==> config.mk <==
export PLATFORM = sky130hd
export DESIGN_NAME = baud_tick_gen
export DESIGN_NICKNAME = d
export VERILOG_FILES = /design/src/rtl/baud_tick_pkg.sv /design/src/rtl/baud_cfg_reg.sv /design/src/rtl/baud_presc.sv /design/src/rtl/baud_div_cnt.sv /design/src/rtl/baud_tick_gen.sv
export SDC_FILE = /design/constraint.sdc
export NUM_CORES = 1
export LEC_CHECK = 0
export BUFFER_PORTS_ARGS = -buffer_cell sky130_fd_sc_hd__buf_2
export CAP_MARGIN = 15
export CORE_MARGIN = 3
export CORE_UTILIZATION = 30
export CTS_BUF_LIST = sky130_fd_sc_hd__clkbuf_8
export DETAILED_ROUTE_END_ITERATION = 8
export PLACE_DENSITY = 0.56
export SYNTH_ARGS = -nofsm -noshare
export SYNTH_HDL_FRONTEND = slang
export SYNTH_HIERARCHICAL = 1
export SYNTH_SLANG_ARGS = --single-unit
export TNS_END_PERCENT = 20
==> constraint.sdc <==
create_clock -name clk_i -period 2.5 [get_ports clk_i]
set_clock_uncertainty 0.05 [all_clocks]
set_input_delay 0.25 -clock clk_i [delete_from_list [all_inputs] [get_ports clk_i]]
set_output_delay 0.25 -clock clk_i [all_outputs]
set_load 0.005 [all_outputs]
==> src/rtl/baud_tick_pkg.sv <==
package baud_tick_pkg;
  localparam int unsigned DIV_W   = 23;
  localparam int unsigned EN_BIT  = 23;
  localparam int unsigned SRC_BIT = 24;
  localparam int unsigned PS_LO   = 26;
  localparam int unsigned PS_W    = 2;
  localparam int unsigned RATIO_W = 2;

  // non-monotonic prescale table
  function automatic logic [RATIO_W-1:0] presc_ratio(input logic [PS_W-1:0] sel);
    case (sel)
      2'b00:   presc_ratio = 2'd3;
      2'b01:   presc_ratio = 2'd1;
      default: presc_ratio = 2'd2;
    endcase
  endfunction
endpackage

==> src/rtl/baud_cfg_reg.sv <==
module baud_cfg_reg
  import baud_tick_pkg::*;
#(
  parameter bit LEGACY  = 1'b0,
  parameter bit SRC_RO  = 1'b0,
  parameter bit SRC_RST = 1'b0
) (
  input  logic             clk_i,
  input  logic             rst_ni,
  input  logic             wr_en_i,
  input  logic [31:0]      wr_data_i,
  output logic [DIV_W-1:0] div_o,
  output logic             en_o,
  output logic             src_o,
  output logic [PS_W-1:0]  psel_o
);
  always_ff @(posedge clk_i or negedge rst_ni) begin
    if (!rst_ni) begin
      div_o <= '0;
      en_o  <= 1'b0;
    end else if (wr_en_i) begin
      div_o <= wr_data_i[DIV_W-1:0];
      en_o  <= wr_data_i[EN_BIT];
    end
  end

  generate
    if (SRC_RO) begin : g_src_ro
      assign src_o = SRC_RST;
    end else begin : g_src_rw
      logic src_q;
      always_ff @(posedge clk_i or negedge rst_ni) begin
        if (!rst_ni)      src_q <= SRC_RST;
        else if (wr_en_i) src_q <= wr_data_i[SRC_BIT];
      end
      assign src_o = src_q;
    end

    if (LEGACY) begin : g_ps_ro
      assign psel_o = '0;
    end else begin : g_ps_rw
      logic [PS_W-1:0] ps_q;
      always_ff @(posedge clk_i or negedge rst_ni) begin
        if (!rst_ni)      ps_q <= '0;
        else if (wr_en_i) ps_q <= wr_data_i[PS_LO +: PS_W];
      end
      assign psel_o = ps_q;
    end
  endgenerate
endmodule

==> src/rtl/baud_presc.sv <==
module baud_presc
  import baud_tick_pkg::*;
(
  input  logic            clk_i,
  input  logic            rst_ni,
  input  logic            clr_i,
  input  logic            stb_i,
  input  logic [PS_W-1:0] sel_i,
  output logic            stb_o
);
  logic [RATIO_W-1:0] cnt_q;
  logic [RATIO_W-1:0] last;

  assign last  = presc_ratio(sel_i) - RATIO_W'(1);
  assign stb_o = stb_i && (cnt_q == last);

  always_ff @(posedge clk_i or negedge rst_ni) begin
    if (!rst_ni)     cnt_q <= '0;
    else if (clr_i)  cnt_q <= '0;
    else if (stb_i)  cnt_q <= stb_o ? '0 : cnt_q + RATIO_W'(1);
  end
endmodule

==> src/rtl/baud_div_cnt.sv <==
module baud_div_cnt #(
  parameter int unsigned W = 23
) (
  input  logic         clk_i,
  input  logic         rst_ni,
  input  logic         clr_i,
  input  logic         stb_i,
  input  logic [W-1:0] n_i,
  output logic         tick_o
);
  logic [W-1:0] cnt_q;
  logic         hit;

  assign hit = stb_i && (cnt_q == n_i);

  always_ff @(posedge clk_i or negedge rst_ni) begin
    if (!rst_ni) begin
      cnt_q  <= '0;
      tick_o <= 1'b0;
    end else if (clr_i) begin
      cnt_q  <= '0;
      tick_o <= 1'b0;
    end else begin
      tick_o <= hit;
      if (stb_i) cnt_q <= hit ? '0 : cnt_q + W'(1);
    end
  end
endmodule

==> src/rtl/baud_tick_gen.sv <==
module baud_tick_gen
  import baud_tick_pkg::*;
#(
  parameter bit LEGACY  = 1'b0,
  parameter bit SRC_RO  = 1'b0,
  parameter bit SRC_RST = 1'b0
) (
  input  logic        clk_i,
  input  logic        rst_ni,
  input  logic        wr_en_i,
  input  logic [31:0] wr_data_i,
  input  logic        xtal_stb_i,
  input  logic        sys_stb_i,
  output logic        tick_o,
  output logic [31:0] rd_data_o
);
  logic [DIV_W-1:0] div;
  logic             en, src;
  logic [PS_W-1:0]  psel;
  logic             clr, xtal_ref, ref_stb;

  baud_cfg_reg #(.LEGACY(LEGACY), .SRC_RO(SRC_RO), .SRC_RST(SRC_RST)) i_cfg (
    .clk_i, .rst_ni, .wr_en_i, .wr_data_i,
    .div_o(div), .en_o(en), .src_o(src), .psel_o(psel)
  );

  // a write or a disabled divider restarts all timing
  assign clr = wr_en_i || !en;

  baud_presc i_presc (
    .clk_i, .rst_ni, .clr_i(clr), .stb_i(xtal_stb_i), .sel_i(psel), .stb_o(xtal_ref)
  );

  assign ref_stb = src ? xtal_ref : sys_stb_i;

  baud_div_cnt #(.W(DIV_W)) i_div (
    .clk_i, .rst_ni, .clr_i(clr), .stb_i(ref_stb), .n_i(div), .tick_o
  );

  always_comb begin
    rd_data_o                   = '0;
    rd_data_o[DIV_W-1:0]        = div;
    rd_data_o[EN_BIT]           = en;
    rd_data_o[SRC_BIT]          = src;
    rd_data_o[PS_LO +: PS_W]    = psel;
  end
endmodule

* Word-level counts from Yosys, hierarchy flattened
Cells that the tools add are included.
Storage, ports and cells: register bits after elaboration 53, logic and storage cells 29, input bits 37, output and inout port bits 33
Operators by class: muxes and demuxes 9, $add $sub $neg 3, equality and inequality tests 3, reduce and logical (&&, ||, !) cells 7
Operators with widths (count):
- $mux 23 | 3
- $add 23x1->23 const B | 1
- $eq 23x23->1 | 1
- $mux 2 | 3
- $pmux 2 s2 | 1
- $reduce_bool 2->1 | 2
- $add 2x1->2 const B | 1
- $eq 2x1->1 const B | 1
- $eq 2x2->1 | 1
- $logic_and 1x1->1 | 2
- $logic_not 2->1 | 1
- $mux 1 | 2
- $sub 2x1->2 const B | 1
- $logic_not 1->1 | 1
- $logic_or 1x1->1 | 1

* Logic depth before layout (Yosys ltp)
Gate-level depths: netlist of the first run.
depth after elaboration 10, mapped depth 10, gate-level depth less buffers 9

* By module
Netlist of the first run, hierarchy kept.
By module, submodules not included:
- baud_div_cnt | seq. area each 600.6 sq um, instances 1, area an instance 1649.1 sq um, cells each 185
- baud_cfg_reg | seq. area each 675.6 sq um, instances 1, area an instance 1106.1 sq um, cells each 57
- baud_presc | seq. area each 50.0 sq um, instances 1, area an instance 142.6 sq um, cells each 15
- baud_tick_gen | seq. area each 0.0 sq um, instances 1, area an instance 77.6 sq um, cells each 10

* Worst setup path before layout of the first run
Ideal clock, no wire load.
path kind register to register, start point register i_cfg.g_ps_rw.ps_q[0], in the netlist i_cfg/psel_o[0], end point register i_div.cnt_q[15], data required time 2.371 ns, cell stages (with the launch flop) 11, period minus slack after synthesis 2.039 ns, setup time 0.079 ns, path buffers 1, slack 0.461 ns, arrival 1.909 ns, path through dfrtp_1 xnor2_1 nor3_1 o21a_1 mux2_4 nand4_1 nor4_4 a21boi_2 clkbuf_1 nand3_1 mux2i_1
On the way: longest elaborated chain between the ends 10, elaborated cells on any way between the ends 12, classes of those cells add/sub (1); eq/ne (2); mux (5); reduce/logical (4)
Ends and longest elaborated chain:
- start: declaration | line baud_cfg_reg.sv:42 | logic [PS_W-1:0] ps_q;
- start signal: assignment | line baud_cfg_reg.sv:45 | else if (wr_en_i) ps_q <= wr_data_i[PS_LO +: PS_W];
- $eq 2x1->1 / $logic_not 2->1 (equally long branches) | line baud_tick_pkg.sv:11 | case (sel)
- $pmux 2 s2 (*) | line baud_tick_pkg.sv:11
- $sub 2x1->2 (*) | line baud_presc.sv:14 | assign last = presc_ratio(sel_i) - RATIO_W'(1);
- $eq 2x2->1 (*) | line baud_presc.sv:15 | assign stb_o = stb_i && (cnt_q == last);
- $logic_and 1x1->1 (*) | line baud_presc.sv:15
- via xtal_ref | line baud_tick_gen.sv:20 | logic clr, xtal_ref, ref_stb;
- $mux 1 (*) | line baud_tick_gen.sv:34 | assign ref_stb = src ? xtal_ref : sys_stb_i;
- via ref_stb | line baud_tick_gen.sv:20
- $logic_and 1x1->1 | line baud_div_cnt.sv:14 | assign hit = stb_i && (cnt_q == n_i);
- $mux 23 (2 in series) | line baud_div_cnt.sv:25 | if (stb_i) cnt_q <= hit ? '0 : cnt_q + W'(1);
- $mux 23 | line baud_div_cnt.sv:20 | end else if (clr_i) begin
- end signal: assignment | line baud_div_cnt.sv:25
- end: declaration | line baud_div_cnt.sv:11 | logic [W-1:0] cnt_q;
The timed path passes the listed nets; every way through them passes the cells marked *. The select of a mux whose other input is x is not followed. A chain may end at the register's enable or synchronous reset.

* Final worst setup path of the first run
start point register i_cfg.g_ps_rw.ps_q[0], in the netlist i_cfg/psel_o[0], end point register i_div.cnt_q[20]
Same word-level chain as after synthesis.

==> flow_summary.ini, run 1 <==
[setup_path]
rr_startpoint = i_cfg/psel_o[0]
path_max_fanout = 10
crit_path_max_incr_delay_ns = 0.43
worstSetupEndpoint = i_div/cnt_q[20]
worstPathArrival_ns = 2.49
path_delay_family = compound AO/OA/AOI/OAI gates
crit_path_start = i_cfg/psel_o[0]
startpoint_type = flop
reg2reg_slack_ns = 0.17
crit_slowest_cell = dfrtp_1
end_kind = flop
critPathBufInv = 1
r2r-end = i_div/cnt_q[20]
criticalPathCategory = reg2reg
path_depth = 10
required_ns = 2.66
reg2regPathDepth = 10
path_cells = xnor2_1, nor3_1, o21a_1, mux2_4, nand4_1, nor4_4, a21boi_4, buf_4, a21o_1, a22o_1

[placed_design]
place.port_buffers = 59
pre_cts_ws_ns = 0.192
place.gp.congestion = 0.852
dp_hpwl_um = 5110

[sta]
slew_violations = 0
fin_crit_sh = 0.932
final.setup.worst_slack_ns = 0.170
setup_violations = 0
rsz0062_at_grt = yes
hold_slack_ns = 0.106
fmax_mhz = 429
min_period_ns = 2.33
hold_viol = 0

[cts]
cts-htree-levels = 2
cts_root_buffer = clkbuf_8
cts.clk_slew.worst_paths_ns = 0.11
cts_buffer_depth = 2
cts-buffers-inserted = 5
postCtsSetupBuffers = 0
worstSkewPairLatency_ns = 0.31
cts_tree = done
cts_sinks = 53

[finish]
diodes = 0
regArea_um2 = 1330
area_growth_syn_to_layout_pct = 17.0
drive_above_1_share = 0.345
fillCellCount = 1002
num-nets-final = 367
multiInputGateArea_um2 = 1510

[pwr]
power_frac_seq = 0.534
p_leak_uw = 0.00157
p_sw_uw = 496
power_uw = 1790
ir_drop_mv = 0.290
power_density_nw_per_um2 = 515
p_sw_frac = 0.277
pwr-share-comb = 0.169
clkPwrFrac = 0.297
p_int_uw = 1290

[global_routing]
grt_use_total = 0.126
grt_pass1_vias = 2182
gr-usage-met3 = 0.0318
busiest_layer = met2
grtUsageMet2 = 0.197
grt_first_pass_wirelength_um = 11200
grt_max_degree = 28
grt_antenna_before_repair = 0
overflow = 0
met1_usage = 0.176

[logic_synthesis]
synth_edf_count = 0
synth_common_cells = 53 x dfrtp_1, 21 x mux2_4, 21 x nand2_1, 21 x nand3_1, 19 x xnor2_1
syn_area_um2 = 2980
syn-mean-instance-area_um2 = 11.1
yosys_warnings = 6
synth-seq-cells = 53
yosysMostFrequentCell = dfrtp_1
synth_cell_types = 50
yosysSeqAreaShare = 0.446
yosys.area.top_type = dfrtp_1
synth_top_area_frac = 0.446
syn_inst = 267
synth_area_leaders = dfrtp_1 45%, mux2_4 11%, xnor2_1 5.6%
synthArstFlopShare = 1.00
ys_dominant_reg_cell = dfrtp_1

[floorplan]
die-area_um2 = 11100
initial_utilization = 0.315
core_area_um2 = 9460
fp.dieH_um = 106
num_rows = 35
die_width_um = 106
boundaryPins = 70

[flow_run]
cap_violations = 0

[detailed_routing]
totalWireLength_um = 6850
dr_total_vias = 2246
drc = 0
via_per_inst = 4.89
wl_per_cell_um = 14.9
drt_iter0_markers = 128
drt_first_pass_iters = 4
drtAntennaViolNets = 0

[min_path]
hp-class = in2reg

[status]
status = finished clean
routing by layer:
| layer | routed length [um] | up-vias |
|---|---|---|
| li1 | - | 1079 |
| met1 | 3360 | 1095 |
| met2 | 3060 | 65 |
| met3 | 363 | 7 |
| met4 | 61 | 0 |
| met5 | 0 | - |
stage by stage:
stage          instance area (um2)  TNS, ns   util  std cells
2_1_floorplan                 2990        0      -        271
3_3_place_gp                  3360        0  0.355        450
3_5_place_dp                  3360        0  0.355        450
4_1_cts                       3470        0  0.367        459
5_1_grt                       3480   -0.123  0.368        459
6_report                      3480        0  0.368        459
cell type report:
cell class | instances | area share
multi-input cells | 198 | 0.435
clock inverters | 2 | 0.00467
flip-flops and latches | 53 | 0.381
inverters | 2 | 0.00216
repair buffers | 69 | 0.107
clock buffers | 6 | 0.0237
well taps | 129 | 0.0464
sequential cells by signal (all words and copies together), names as in the netlist:
| name | flops |
|---|---|
| i_cfg/div_o | 23 |
| i_div/cnt_q | 23 |
| i_cfg/psel_o | 2 |
| i_presc/cnt_q | 2 |
| i_cfg/en_o | 1 |
| i_cfg/src_o | 1 |
| i_div/tick_o | 1 |
worst register-to-register path: stages, from the launching register on:
cell and delay (ns):
dfrtp_1 0.43, xnor2_1 0.15, nor3_1 0.14, o21a_1 0.14, mux2_4 0.18, nand4_1 0.13, nor4_4 0.32, a21boi_4 0.15
buf_4 0.20, a21o_1 0.16, a22o_1 0.17
power by group through the flow:
stage / clock [uW] / combinational (uW) / sequential [uW]
6_report: 532 / 304 / 956
3_5_place_dp: 0 / 304 / 975
5_1_grt: 586 / 333 / 967
2_1_floorplan: 0 / 190 / 965
3_3_place_gp: 0 / 300 / 973
4_1_cts: 543 / 307 / 958
how the worst min path moves through the flow:
stage | start | endpoint | slack (ns) | depth (start not counted)
after floorplan | rst_ni | i_cfg/div_o[0] | -0.1 | 0
after global placement | rst_ni | i_cfg/div_o[9] | 0.08 | 1
after detailed placement | rst_ni | i_cfg/div_o[9] | 0.07 | 1
after CTS | wr_data_i[23] | i_cfg/en_o | 0.10 | 2
after global routing | wr_data_i[2] | i_cfg/div_o[2] | 0.09 | 2
final | wr_data_i[23] | i_cfg/en_o | 0.11 | 2
placed cells by master, fill, tap and decap left out, drive strengths merged, types with 2 or more instances in the layout:
master,count
conb,5
and2,2
a22oi,3
nor4,3
o21ai,5
nand2,21
nand4,10
or4,4
and2b,2
mux2,28
buf,68
nand3,22
a21o,6
inv,3
xor2,4
clkbuf,6
and4,2
a22o,7
mux2i,5
xnor2,20
a21oi,9
dfrtp,53
o311ai,6
and3,3
nor2,17
logic make-up (layout without fill, tap and decap cells):
group	Yosys count	after routing	synth area share
adders and majority gates	1	1	0.00420
AOI/OAI and AO/OA	42	42	0.103
DFF	53	53	0.446
other	1	5	0.00126
and+or+nand+nor	93	93	0.170
xor gates and xnor gates	24	24	0.0732
muxes	33	33	0.149
buffers and inverters	20	79	0.0538
repair_timing:
action                     in CTS  in global routing
hold endpoints to repair        7                  0
setup endpoints to repair       0                 10
gates resized for setup         0                  2
hold buffers                    1                  0
No activity file was read; power rests on OpenSTA's default activity.
==> run 2, diff against run 1 <==
--- a/config.mk
+++ b/config.mk
@@ -8,10 +8,10 @@
 export BUFFER_PORTS_ARGS = -buffer_cell sky130_fd_sc_hd__buf_2
 export CAP_MARGIN = 15
 export CORE_MARGIN = 3
-export CORE_UTILIZATION = 30
+export CORE_UTILIZATION = 50
 export CTS_BUF_LIST = sky130_fd_sc_hd__clkbuf_8
 export DETAILED_ROUTE_END_ITERATION = 8
-export PLACE_DENSITY = 0.56
+export PLACE_DENSITY = 0.81
 export SYNTH_ARGS = -nofsm -noshare
 export SYNTH_HDL_FRONTEND = slang
 export SYNTH_HIERARCHICAL = 1
==> run 2 against run 1 <==
  * Cell area decreased by 3.0%
  * Setup slack improved by 0.023 ns
  * Utilization increased by 23 points
  * Non-clock buffer count decreased by 5
  * Clock power increased by 11%
  * Die area decreased by 38%
  * Worst hold slack got worse by 0.089 ns
  * Combinational power decreased by 3%
  * Global-route usage increased by 6.1 points
  * Final cell count decreased by 14%
  * Highest routed layer unchanged
==> flow_summary.ini, run 2 (same netlist as run 1, synthesis figures left out) <==
[finish]
layout_commonest_cell = buf_2
reg_top3 = i_cfg/div_o (23), i_div/cnt_q (23)
area_growth_syn_to_layout_pct = 13.5
regArea_um2 = 1330
drive_above_1_share = 0.332
diodes = 0
multiInputGateArea_um2 = 1500
final_util = 0.599
fillCellCount = 448
num-nets-final = 362
final_cell_mix = 59 x buf_2, 53 x dfrtp_1, 21 x mux2_4, 21 x nand2_1, 21 x nand3_1

[cts]
cts_sinks = 53
postCtsSetupBuffers = 0
cts_tree = done
worstSkewPairLatency_ns = 0.30
cts.clk_slew.worst_paths_ns = 0.09
cts_root_buffer = clkbuf_8
cts_buffer_depth = 2
cts_resized = 0
hold_buffers = 0
cts-buffers-inserted = 5
cts-htree-levels = 2

[global_routing]
grt_first_pass_wirelength_um = 10600
overflow = 0
grt_use_total = 0.187
grtUsageMet2 = 0.309
grt_antenna_before_repair = 0
grt_max_degree = 54
gr-usage-met3 = 0.0446
met1_usage = 0.244
grt_pass1_vias = 2279
busiest_layer = met2

[pwr]
p_leak_uw = 0.00156
power_density_nw_per_um2 = 545
ir_drop_mv = 0.351

[detailed_routing]
dr_total_vias = 2283
drt_iter0_markers = 158
via_per_inst = 5.75
totalWireLength_um = 6370
wl_per_cell_um = 16.1
drt_first_pass_iters = 5
drc = 0
drtAntennaViolNets = 0

[status]
status = finished clean

[sta]
setup_violations = 0
hold_slack_ns = 0.0163
fin_setup_tns_ns = 0
min_period_ns = 2.31
final.setup.worst_slack_ns = 0.193
hold_viol = 0
tightest_slew_ns = 0.670
relSlewSlack = 0.553
fin_crit_sh = 0.923
fmax_mhz = 433
slew_violations = 0
rsz0062_at_grt = no

[placed_design]
pre_cts_ws_ns = 0.212
dp_hpwl_um = 4630
place.gp.congestion = 0.841
place.port_buffers = 59

[setup_path]
reg2reg_slack_ns = 0.19
criticalPathCategory = reg2reg
required_ns = 2.64
path_max_fanout = 20
worstPathArrival_ns = 2.45
end_kind = flop
startpoint_type = flop

[floorplan]
fp.dieH_um = 83.1
core_area_um2 = 5640
initial_utilization = 0.527
num_rows = 27
die-area_um2 = 6910
boundaryPins = 70
die_width_um = 83.1

[min_path]
hp-class = in2async

[flow_run]
cap_violations = 0
[run 2: changes by cell type in the layout (fill, tap and decap cells not counted), sizes merged]
cell / before / now
dlygate4sd3: 1 / 0
bufinv: 0 / 1
buf: 68 / 64
clkinvlp: 1 / 0
[run 2: through the flow]
step | instances | instance area (um2) | total power [uW]
4_1_cts | 397 | 3380 | 1860
2_1_floorplan | 271 | 2990 | 1150
5_1_grt | 397 | 3380 | 1930
3_3_place_gp | 389 | 3260 | 1260
3_5_place_dp | 389 | 3260 | 1270
6_report | 397 | 3380 | 1840
[run 2: final cells by class]
cell class | instances | area share
clock buffer | 6 | 0.0245
clock inverter | 2 | 0.0100
inverter | 2 | 0.00222
multi-input combinational | 198 | 0.445
sequential | 53 | 0.393
tap | 72 | 0.0267
timing repair buffer | 64 | 0.0986
[run 2: routing by layer]
| layer | routed length, um | share of wire |
|---|---|---|
| met1 | 2750 | 0.43 |
| met2 | 3070 | 0.48 |
| met3 | 502 | 0.079 |
| met4 | 58 | 0.0091 |
| met5 | 0 | 0 |
[run 2: where the power goes]
group / switching (uW) / internal (uW) / total, uW
Clock: 268 / 323 / 590
Combinational: 137 / 158 / 294
Sequential: 52.6 / 903 / 955
[run 2: path summary, 6_finish.rpt]
check                                 start               to  depth (start not counted)
max reg2reg                i_presc/cnt_q[1]  i_div/cnt_q[20]                         10
max                        i_presc/cnt_q[1]  i_div/cnt_q[20]                         10
max in group asynchronous            rst_ni  i_cfg/div_o[20]                          2
min                                  rst_ni  i_div/cnt_q[12]                          2
min in group clk_i             wr_data_i[1]   i_cfg/div_o[1]                          2
min reg2reg                 i_div/cnt_q[21]  i_div/cnt_q[21]                          1
[run 2: worst max-delay path: stages, from the launching register on]
cell	delay, ns
dfrtp_1	0.42
xnor2_1	0.22
nor3_1	0.07
o21a_1	0.18
mux2_4	0.29
inv_1	0.15
nor2_1	0.07
a21boi_2	0.17
buf_4	0.21
a21o_1	0.17
a22o_1	0.18
==> run 3, diff against run 2 <==
--- a/config.mk
+++ b/config.mk
@@ -5,7 +5,7 @@
 export SDC_FILE = /design/constraint.sdc
 export NUM_CORES = 1
 export LEC_CHECK = 0
-export BUFFER_PORTS_ARGS = -buffer_cell sky130_fd_sc_hd__buf_2
+export BUFFER_PORTS_ARGS = -buffer_cell sky130_fd_sc_hd__buf_4
 export CAP_MARGIN = 15
 export CORE_MARGIN = 3
 export CORE_UTILIZATION = 50
==> run 3 against run 2 <==
  * Final cell count did not move
  * Register-to-register slack barely moved
  * First-iteration DRC count increased by 51%
  * Combinational power rose by 13%
  * Power is 3.5% higher
  * Critical path depth unchanged
  * Die area stayed put
==> flow_summary.ini, run 3 (same netlist as run 1, synthesis figures left out) <==
[sta]
fin_crit_sh = 0.923
hold_viol = 0
setup_violations = 0
relSlewSlack = 0.552
tightest_slew_ns = 0.672
fin_setup_tns_ns = 0
slew_violations = 0
rsz0062_at_grt = no
final.setup.worst_slack_ns = 0.192
min_period_ns = 2.31
fmax_mhz = 433

[finish]
reg_top3 = i_cfg/div_o (23), i_div/cnt_q (23)
layout_commonest_cell = buf_4
drive_above_1_share = 0.332
finalNonFillerCells = 397
final_util = 0.626
fillCellCount = 462
area_growth_syn_to_layout_pct = 18.7
diodes = 0
final_cell_mix = 63 x buf_4, 53 x dfrtp_1, 21 x mux2_4, 21 x nand2_1, 21 x nand3_1
num-nets-final = 362

[floorplan]
initial_utilization = 0.527
core_area_um2 = 5640
fp.dieH_um = 83.1
die-area_um2 = 6910
boundaryPins = 70
die_width_um = 83.1
num_rows = 27

[cts]
cts-buffers-inserted = 5
cts-htree-levels = 2
hold_buffers = 1
cts_resized = 0
cts_tree = done
postCtsSetupBuffers = 0
cts_buffer_depth = 2
cts.clk_slew.worst_paths_ns = 0.10
cts_sinks = 53
cts_root_buffer = clkbuf_8
worstSkewPairLatency_ns = 0.32

[placed_design]
place.port_buffers = 59
dp_hpwl_um = 4720
dp.cells = 388
place.gp.congestion = 0.788
pre_cts_ws_ns = 0.260

[setup_path]
rr_startpoint = i_cfg/psel_o[0]
r2r-end = i_div/cnt_q[20]
crit_slowest_cell = dfrtp_1
path_max_fanout = 15
required_ns = 2.66
reg2reg_slack_ns = 0.19
path_cells = xnor2_1, nor3_1, o21a_1, mux2_4, nand4_1, nor4_4, a21boi_2, buf_4, a21o_1, a22o_1
reg2regPathDepth = 10
critPathBufInv = 1
path_depth = 10
path_delay_family = compound AO/OA/AOI/OAI gates
crit_path_max_incr_delay_ns = 0.43
end_kind = flop
worstPathArrival_ns = 2.47
startpoint_type = flop
crit_path_start = i_cfg/psel_o[0]
criticalPathCategory = reg2reg
worstSetupEndpoint = i_div/cnt_q[20]

[global_routing]
grt_antenna_before_repair = 0
grt_first_pass_wirelength_um = 10700
grt_pass1_vias = 2187
grt_use_total = 0.191
grt_max_degree = 54
overflow = 0

[detailed_routing]
via_per_inst = 5.71
drt_first_pass_iters = 4
drtAntennaViolNets = 0
wl_per_cell_um = 16.5
drc = 0
drt_iter0_markers = 238
totalWireLength_um = 6550
dr_total_vias = 2266

[pwr]
p_leak_uw = 0.00160
power_frac_seq = 0.503
ir_drop_mv = 0.315
pwr-share-comb = 0.174
power_density_nw_per_um2 = 539
p_int_uw = 1420
p_sw_uw = 481
clkPwrFrac = 0.322
p_sw_frac = 0.253

[status]
status = finished clean

[min_path]
hp-class = in2reg

[flow_run]
cap_violations = 0
## run 3: changes by cell type in the layout (fill, tap and decap cells not counted)
cell and change:
clkinvlp_4 +1, buf_4 +58, dlygate4sd3_1 +1, inv_1 -1, buf_2 -59
## run 3: layer usage
| layer | part of all wire | global-route usage | vias up |
|---|---|---|---|
| li1 | - | - | 1072 |
| met1 | 0.43 | 0.264 | 1089 |
| met2 | 0.49 | 0.300 | 88 |
| met3 | 0.065 | 0.0456 | 17 |
| met4 | 0.016 | 0.0520 | 0 |
| met5 | 0 | 0 | - |
## run 3: worst min-delay path by stage
| stage | startpoint | end | cells after the start |
|---|---|---|---|
| 5_1_grt | wr_data_i[1] | i_cfg/div_o[1] | 2 |
| 4_1_cts | wr_data_i[4] | i_cfg/div_o[4] | 2 |
| 3_3_place_gp | rst_ni | i_cfg/div_o[9] | 1 |
| 3_5_place_dp | rst_ni | i_div/cnt_q[12] | 1 |
| 6_report | wr_data_i[3] | i_cfg/div_o[3] | 2 |
| 2_1_floorplan | rst_ni | i_cfg/div_o[0] | 0 |
## run 3: layout make-up
| class | count | area, um2 | area share |
|---|---|---|---|
| timing repair buffer | 64 | 483 | 0.137 |
| inverter | 2 | 7.51 | 0.00213 |
| multi-input combinational | 198 | 1500 | 0.426 |
| tap | 72 | 90.1 | 0.0255 |
| sequential | 53 | 1330 | 0.376 |
| clock inverter | 2 | 37.5 | 0.0106 |
| clock buffer | 6 | 82.6 | 0.0234 |
## run 3: stage by stage
stage	total power, uW	hold WS [ns]	instance area, um2
2_1_floorplan	1150	-0.0956	2990
3_3_place_gp	1300	0.286	3400
3_5_place_dp	1310	0.282	3400
4_1_cts	1920	0.101	3530
5_1_grt	1980	0.0976	3530
6_report	1900	0.105	3530
## run 3: power by group through the flow
stage | sequential, uW | combinational, uW | clock, uW
after CTS | 959 | 334 | 624
after detailed placement | 975 | 331 | 0
final | 958 | 332 | 613
after global routing | 967 | 359 | 656
after floorplan | 965 | 190 | 0
after global placement | 972 | 323 | 0
